### config.mk
export PLATFORM = sky130hd
export DESIGN_NAME = issue_share_arb
export DESIGN_NICKNAME = d
export VERILOG_FILES = /design/src/rtl/isarb_pkg.sv /design/src/rtl/isarb_busy.sv /design/src/rtl/isarb_alloc.sv /design/src/rtl/issue_share_arb.sv
export SDC_FILE = /design/constraint.sdc
export NUM_CORES = 1
export LEC_CHECK = 0
export BUFFER_PORTS_ARGS = -buffer_cell sky130_fd_sc_hd__buf_2
export CORE_UTILIZATION = 31
export CTS_BUF_LIST = sky130_fd_sc_hd__clkbuf_8
export DETAILED_ROUTE_END_ITERATION = 8
export GPL_TIMING_DRIVEN = 0
export SLEW_MARGIN = 20
export SYNTH_ARGS = -nofsm -noshare
export SYNTH_HDL_FRONTEND = slang
export SYNTH_SLANG_ARGS = --single-unit
### constraint.sdc
create_clock -name clk -period 14.1 [get_ports clk]
set_input_delay 2.82 -clock clk [delete_from_list [all_inputs] [get_ports clk]]
set_output_delay 2.82 -clock clk [all_outputs]
set_load 0.03 [all_outputs]
### src/rtl/isarb_pkg.sv
package isarb_pkg;

   // Functional-unit class codes carried with each request
   typedef enum logic [1:0] {
      FU_ALU  = 2'd0,
      FU_IMD  = 2'd1,
      FU_FADD = 2'd2,
      FU_FMD  = 2'd3
   } fu_cls_e;

   localparam int unsigned CLS_W = 2;

endpackage

### src/rtl/isarb_busy.sv
// Busy tracker for one non-pipelined unit: a divide started at a grant
// decision blocks the unit for the next LAT-1 decisions.
module isarb_busy #(
   parameter int LAT = 19,
   localparam int CW = (LAT > 2) ? $clog2(LAT) : 1
) (
   input  logic clk,
   input  logic rst_n,
   input  logic start,
   output logic busy
);

   logic [CW-1:0] remain;

   always_ff @(posedge clk or negedge rst_n) begin
      if (!rst_n)
         remain <= '0;
      else if (start)
         remain <= CW'(LAT - 1);
      else if (remain != '0)
         remain <= remain - 1'b1;
   end

   assign busy = (remain != '0);

endmodule

### src/rtl/isarb_alloc.sv
// Combinational slot and unit allocation: main requests first (skip on
// refusal), then the checker window in order (stop on refusal).
module isarb_alloc
   import isarb_pkg::*;
#(
   parameter int SLOTS     = 8,
   parameter int MAIN_REQS = 8,
   parameter int CHK_DEPTH = 8,
   parameter int N_ALU     = 8,
   parameter int N_IMD     = 2,
   parameter int N_FADD    = 2,
   parameter int N_FMD     = 2,
   localparam int NU        = N_ALU + N_IMD + N_FADD + N_FMD,
   localparam int UW        = (NU > 1) ? $clog2(NU) : 1,
   localparam int IMD_BASE  = N_ALU,
   localparam int FADD_BASE = N_ALU + N_IMD,
   localparam int FMD_BASE  = N_ALU + N_IMD + N_FADD
) (
   input  logic [MAIN_REQS-1:0]       main_vld,
   input  logic [2*MAIN_REQS-1:0]     main_cls,
   input  logic [MAIN_REQS-1:0]       main_div,
   input  logic                       chk_en,
   input  logic [CHK_DEPTH-1:0]       chk_vld,
   input  logic [2*CHK_DEPTH-1:0]     chk_cls,
   input  logic [CHK_DEPTH-1:0]       chk_div,
   input  logic [NU-1:0]              unit_busy,
   output logic [MAIN_REQS-1:0]       main_gnt,
   output logic [UW*MAIN_REQS-1:0]    main_unit,
   output logic [CHK_DEPTH-1:0]       chk_gnt,
   output logic [UW*CHK_DEPTH-1:0]    chk_unit,
   output logic [NU-1:0]              div_start
);

   function automatic logic [1:0] unit_cls(input int u);
      if (u < IMD_BASE)       return FU_ALU;
      else if (u < FADD_BASE) return FU_IMD;
      else if (u < FMD_BASE)  return FU_FADD;
      else                    return FU_FMD;
   endfunction

   function automatic logic is_long(input logic [1:0] c);
      return (c == FU_IMD) || (c == FU_FMD);
   endfunction

   // Returns {found, id} of the lowest available unit of class c
   function automatic logic [UW:0] pick(input logic [1:0] c,
                                        input logic [NU-1:0] avail);
      logic [UW:0] r;
      r = '0;
      for (int u = NU - 1; u >= 0; u--) begin
         if (avail[u] && (unit_cls(u) == c))
            r = {1'b1, UW'(u)};
      end
      return r;
   endfunction

   always_comb begin
      logic [NU-1:0] taken;
      logic [UW:0]   pk;
      logic [1:0]    cls;
      logic          stop;
      int            used;

      taken     = '0;
      used      = 0;
      main_gnt  = '0;
      main_unit = '0;
      chk_gnt   = '0;
      chk_unit  = '0;
      div_start = '0;

      // Main pipeline: static priority, refusal skips to next request
      for (int i = 0; i < MAIN_REQS; i++) begin
         cls = main_cls[2*i +: 2];
         pk  = pick(cls, ~taken & ~unit_busy);
         if (main_vld[i] && (used < SLOTS) && pk[UW]) begin
            main_gnt[i]            = 1'b1;
            main_unit[UW*i +: UW]  = pk[UW-1:0];
            taken[pk[UW-1:0]]      = 1'b1;
            used                   = used + 1;
            if (main_div[i] && is_long(cls))
               div_start[pk[UW-1:0]] = 1'b1;
         end
      end

      // Checker window: leftovers only, strict program order
      stop = !chk_en;
      for (int j = 0; j < CHK_DEPTH; j++) begin
         cls = chk_cls[2*j +: 2];
         pk  = pick(cls, ~taken & ~unit_busy);
         if (!stop) begin
            if (chk_vld[j] && (used < SLOTS) && pk[UW]) begin
               chk_gnt[j]            = 1'b1;
               chk_unit[UW*j +: UW]  = pk[UW-1:0];
               taken[pk[UW-1:0]]     = 1'b1;
               used                  = used + 1;
               if (chk_div[j] && is_long(cls))
                  div_start[pk[UW-1:0]] = 1'b1;
            end else begin
               stop = 1'b1;
            end
         end
      end
   end

endmodule

### src/rtl/issue_share_arb.sv
module issue_share_arb
   import isarb_pkg::*;
#(
   parameter int SLOTS       = 8,
   parameter int MAIN_REQS   = 8,
   parameter int CHK_DEPTH   = 8,
   parameter int N_ALU       = 8,
   parameter int N_IMD       = 2,
   parameter int N_FADD      = 2,
   parameter int N_FMD       = 2,
   parameter int IDIV_LAT    = 19,
   parameter int FDIV_LAT    = 12,
   parameter int OOQ_ENTRIES = 120,
   parameter int SEL_BUDGET  = 128,
   localparam int NU = N_ALU + N_IMD + N_FADD + N_FMD,
   localparam int UW = (NU > 1) ? $clog2(NU) : 1
) (
   input  logic                    clk,
   input  logic                    rst_n,
   input  logic                    chk_en,
   input  logic [MAIN_REQS-1:0]    main_req_vld,
   input  logic [2*MAIN_REQS-1:0]  main_req_cls,
   input  logic [MAIN_REQS-1:0]    main_req_div,
   input  logic [CHK_DEPTH-1:0]    chk_vld,
   input  logic [2*CHK_DEPTH-1:0]  chk_cls,
   input  logic [CHK_DEPTH-1:0]    chk_div,
   output logic [MAIN_REQS-1:0]    main_gnt,
   output logic [UW*MAIN_REQS-1:0] main_unit,
   output logic [CHK_DEPTH-1:0]    chk_gnt,
   output logic [UW*CHK_DEPTH-1:0] chk_unit
);

   localparam int IMD_BASE  = N_ALU;
   localparam int FADD_BASE = N_ALU + N_IMD;
   localparam int FMD_BASE  = N_ALU + N_IMD + N_FADD;

   // Elaboration-time parameter checks
   if (OOQ_ENTRIES + CHK_DEPTH != SEL_BUDGET) begin : g_err_budget
      $error("queue plus checker window must equal selection budget");
   end
   if (SLOTS < 1 || MAIN_REQS < 1 || CHK_DEPTH < 1) begin : g_err_size
      $error("slot, request and window counts must be positive");
   end
   if (N_ALU < 1 || N_IMD < 1 || N_FADD < 1 || N_FMD < 1) begin : g_err_units
      $error("every unit class needs at least one unit");
   end
   if (IDIV_LAT < 2 || FDIV_LAT < 2) begin : g_err_lat
      $error("divide latencies must be at least 2");
   end

   logic [NU-1:0]              unit_busy;
   logic [NU-1:0]              div_start;
   logic [MAIN_REQS-1:0]       main_gnt_c;
   logic [UW*MAIN_REQS-1:0]    main_unit_c;
   logic [CHK_DEPTH-1:0]       chk_gnt_c;
   logic [UW*CHK_DEPTH-1:0]    chk_unit_c;

   isarb_alloc #(
      .SLOTS     (SLOTS),
      .MAIN_REQS (MAIN_REQS),
      .CHK_DEPTH (CHK_DEPTH),
      .N_ALU     (N_ALU),
      .N_IMD     (N_IMD),
      .N_FADD    (N_FADD),
      .N_FMD     (N_FMD)
   ) i_alloc (
      .main_vld  (main_req_vld),
      .main_cls  (main_req_cls),
      .main_div  (main_req_div),
      .chk_en    (chk_en),
      .chk_vld   (chk_vld),
      .chk_cls   (chk_cls),
      .chk_div   (chk_div),
      .unit_busy (unit_busy),
      .main_gnt  (main_gnt_c),
      .main_unit (main_unit_c),
      .chk_gnt   (chk_gnt_c),
      .chk_unit  (chk_unit_c),
      .div_start (div_start)
   );

   // Per-unit busy state: only the mul/div classes hold a divider
   for (genvar u = 0; u < NU; u++) begin : g_unit
      if (u >= IMD_BASE && u < FADD_BASE) begin : g_idiv
         isarb_busy #(.LAT(IDIV_LAT)) i_busy (
            .clk   (clk),
            .rst_n (rst_n),
            .start (div_start[u]),
            .busy  (unit_busy[u])
         );
      end else if (u >= FMD_BASE) begin : g_fdiv
         isarb_busy #(.LAT(FDIV_LAT)) i_busy (
            .clk   (clk),
            .rst_n (rst_n),
            .start (div_start[u]),
            .busy  (unit_busy[u])
         );
      end else begin : g_pipe
         logic unused_start;
         assign unused_start  = div_start[u];
         assign unit_busy[u]  = 1'b0;
      end
   end

   // Registered grants for the next stage
   always_ff @(posedge clk or negedge rst_n) begin
      if (!rst_n) begin
         main_gnt  <= '0;
         main_unit <= '0;
         chk_gnt   <= '0;
         chk_unit  <= '0;
      end else begin
         main_gnt  <= main_gnt_c;
         main_unit <= main_unit_c;
         chk_gnt   <= chk_gnt_c;
         chk_unit  <= chk_unit_c;
      end
   end

endmodule

==> impl_metrics.py <==
metrics = {
    "synth": {
        "ys_warn_count": 0,
        "synth_top_family_by_area": "compound AO/OA/AOI/OAI gates",
        "synth-simple-area-share_pct": 33.3,
        "ys_seq_elements": 98,
        "synth-main-ff-cell": "dfrtp_1",
        "syn_area_per_cell_sq_um": 7.37,
        "synth_xor_area_share_pct": 3.03,
        "synth_compound_area_share_pct": 35.7,
        "yosysUniqueCellTypes": 129,
        "muxShareOfSynthArea_pct": 1.82,
        "synth_fp_nets": 1718,
        "netlist_instances": 1630,
        "synthAdderAreaFrac_pct": 2.53,
        "async_flop_share_pct": 100,
        "ys_seq_area_share_pct": 20.4,
        "netlist_area_sq_um": 12000,
        "synth_edf_count": 0,
    },
    "worst_setup_path": {
        "max_stage_delay_ps": 510,
        "startpoint_type": "primary input",
        "cp.arrival_ps": 14300,
        "crit_required_ps": 14460,
        "startpoint": "main_req_cls[1]",
        "r2r-start": "g_unit[9].g_idiv.i_busy.remain[0]",
        "cp-end-kind": "register",
        "critical_path_class": "in -> reg",
        "reg2reg_to": "g_unit[8].g_idiv.i_busy.remain[1]",
        "endpoint": "g_unit[8].g_idiv.i_busy.remain[1]",
        "crit_slowest_cell": "or4b_4",
        "cp_max_fo": 10,
        "reg2reg_slack_ps": 1480,
        "ff2ff_path_depth": 46,
        "crit_top_cell": "buf_4",
    },
    "floorplanning": {
        "num_io_pins": 147,
        "core_area_sq_um": 37900,
        "num_rows": 71,
        "die_w_microns": 199,
        "start_util_pct": 31.7,
        "die_h_microns": 199,
        "dieArea_sq_um": 39600,
    },
    "timing": {
        "maxSlewHeadroom_pct": 32.8,
        "fin_crit_sh_pct": 98.9,
        "finalHoldViolCount": 0,
        "setup_viol": 0,
        "worst_slew_pin_slew_ps": 1010,
        "hold_ws_ps": 563,
        "finalMaxSlewViolations": 0,
        "fmax_ghz": 0.0717,
        "setup-tns-final_ps": 0,
        "clock_skew_ps": 34.2,
        "min_period_ps": 13940,
    },
    "clock_network": {
        "clock_latency_ps": 450,
        "root_buffer": "clkbuf_8",
        "cts.sinks": 98,
        "clk_pin_slew_worst_paths_ps": 120,
        "clk_path_buf_depth": 2,
        "cts_tree": "built",
        "ctsHtreeMaxLevel": 3,
        "cts_buffers": 9,
    },
    "grt": {
        "antenna_found_initial": 3,
        "groute.usage.overall_pct": 24.4,
        "grt_start_max_net_pins": 70,
        "grt_pass1_wl_mm": 75.0,
        "first_global_vias": 13564,
        "grt-ovfl-total": 0,
    },
    "detailed_routing": {
        "drtPass1Iterations": 6,
        "drc": 0,
        "drt_iter0_drc": 1580,
        "via_per_inst": 6.09,
        "ant_nets": 0,
        "wire_per_inst_microns": 20.8,
        "finalWirelength_mm": 51.2,
        "num_vias": 15010,
    },
    "place": {
        "io_buffer_count": 134,
        "gp_congestion": 0.974,
        "dp_hpwl_mm": 38.4,
    },
    "min_path": {
        "hp-class": "reg -> reg",
    },
    "run": {
        "drv_cap": 0,
    },
    "layout": {
        "drive_above_1_share_pct": 36.2,
        "final_nets": 2036,
        "area_growth_pct": 39.5,
    },
    "power": {
        "leakage_nw": 6.83,
        "ir_drop_mv": 0.0546,
        "power_density_nw_per_um2": 102,
    },
    "status": {
        "status": "completed",
    },
}
area by class of cell:
type / count / area [sq um]
multi-input cells: 1436 / 11000
repair buffers: 313 / 2090
fillers: 3844 / 21200
plain buffers: 42 / 223
clock inverters: 6 / 53.8
inverters: 48 / 180
well taps: 511 / 639
clock buffers: 10 / 138
diodes: 2 / 5.00
flip-flops and latches: 98 / 2450
stage by stage:
stage / setup slack [ps] / instance area, sq um / total power, W / util [%] / instances
4_1_cts: 2.82 / 14800 / 0.00156 / 39.1 / 2343
5_1_grt: -203 / 16800 / 0.00184 / 44.2 / 2466
6_report: 156 / 16800 / 0.00172 / 44.2 / 2466
3_5_place_dp: -3060 / 13400 / 0.00126 / 35.2 / 2276
3_3_place_gp: -3030 / 13300 / 0.00124 / 35.1 / 2275
2_1_floorplan: 307 / 12000 / 0.00102 / - / 1630
routing by layer:
| metal | vias up | global-route usage (%) | wire (microns) |
|---|---|---|---|
| li1 | 6886 | - | - |
| met2 | 738 | 38.7 | 23500 |
| met1 | 7263 | 33.1 | 22100 |
| met4 | 2 | 9.15 | 1750 |
| met3 | 121 | 3.78 | 3820 |
| met5 | - | 0 | 13 |
report_power, final:
part	internal [W]	total, W	switching (W)	leakage (nW)
Clock	0.0000706	0.000195	0.000125	0.0912
Sequential	0.000321	0.000353	0.0000322	1.31
Combinational	0.000472	0.00117	0.000696	5.43
Total	0.000864	0.00172	0.000853	6.83
flip-flops by register name, summed over array words and instances (netlist names):
name	flops
g_unit.g_idiv.i_busy.remain	10
g_unit.g_fdiv.i_busy.remain	8
chk_unit	32
main_unit	32
main_gnt	8
chk_gnt	8
synth_stat cells, types with 15 or more instances:
library cell,instances,area [sq um]
nand2b_1,24,150
xnor2_1,22,193
o31ai_1,21,158
nor3_1,63,315
a31oi_1,34,213
nand2_1,183,687
or3_1,18,113
o21ai_1,21,105
dfrtp_1,98,2450
o21a_1,15,113
mux2_2,15,169
nand4_1,30,188
nand3_1,73,365
a211oi_1,22,165
or2_2,24,150
and2_1,39,244
o211a_1,15,150
nor4_1,15,93.8
inv_1,44,165
clkbuf_1,35,131
and3_1,24,150
nor2b_1,21,131
nor2_1,191,717
o211ai_1,30,225
a21o_1,23,173
o21ai_0,81,405
a21oi_1,108,541
ha_1,21,263
cell families (layout without fill, tap and decap cells):
group	after synthesis	count (layout)
adders and majority gates	25	25
muxes	20	20
and+or+nand+nor	783	783
other	0	2
DFF	98	98
AOI/OAI and AO/OA	571	572
xor gates and xnor gates	36	36
buffers and inverters	97	419
worst min-delay path by stage:
stage / start / endpoint / slack (ps) / cells after the start
after detailed placement: g_unit[9].g_idiv.i_busy.remain[1] / g_unit[9].g_idiv.i_busy.remain[1] / 540 / 2
after global placement: g_unit[9].g_idiv.i_busy.remain[1] / g_unit[9].g_idiv.i_busy.remain[1] / 530 / 2
final: g_unit[9].g_idiv.i_busy.remain[1] / g_unit[9].g_idiv.i_busy.remain[1] / 560 / 2
after CTS: g_unit[9].g_idiv.i_busy.remain[1] / g_unit[9].g_idiv.i_busy.remain[1] / 570 / 2
after floorplan: g_unit[9].g_idiv.i_busy.remain[1] / g_unit[9].g_idiv.i_busy.remain[1] / 500 / 2
after global routing: g_unit[9].g_idiv.i_busy.remain[1] / g_unit[9].g_idiv.i_busy.remain[1] / 620 / 2
what timing repair did:
action                                 4_1_cts  5_1_grt
endpoints found under the hold margin        0        0
pin swaps                                   40      133
hold buffers                                 0        0
setup endpoints to repair                   27       18
buffers inserted                            55      124
resized for setup                          168      231
cloned                                       0        1
critical path: cells and delay by family:
kind	cells	cell delay [ps]
AO/OA/AOI/OAI	22	5550
multiplexers	1	390
adder cells (fa/ha/maj)	2	650
AND/OR/NAND/NOR	13	3470
buffers and inverters	9	1370
cells in the final DEF, fill, tap and decap left out, types with 30 or more instances in the layout:
cell type and count:
inv_1 42, o211ai_1 30, nand4_1 30, nand3_1 67, o21ai_0 62, nor2_1 167, and2_1 32, buf_2 133
a21oi_1 90, nand2_1 172, nor3_1 47, buf_4 175, dfrtp_1 98
(Power assumes the default switching activity.)
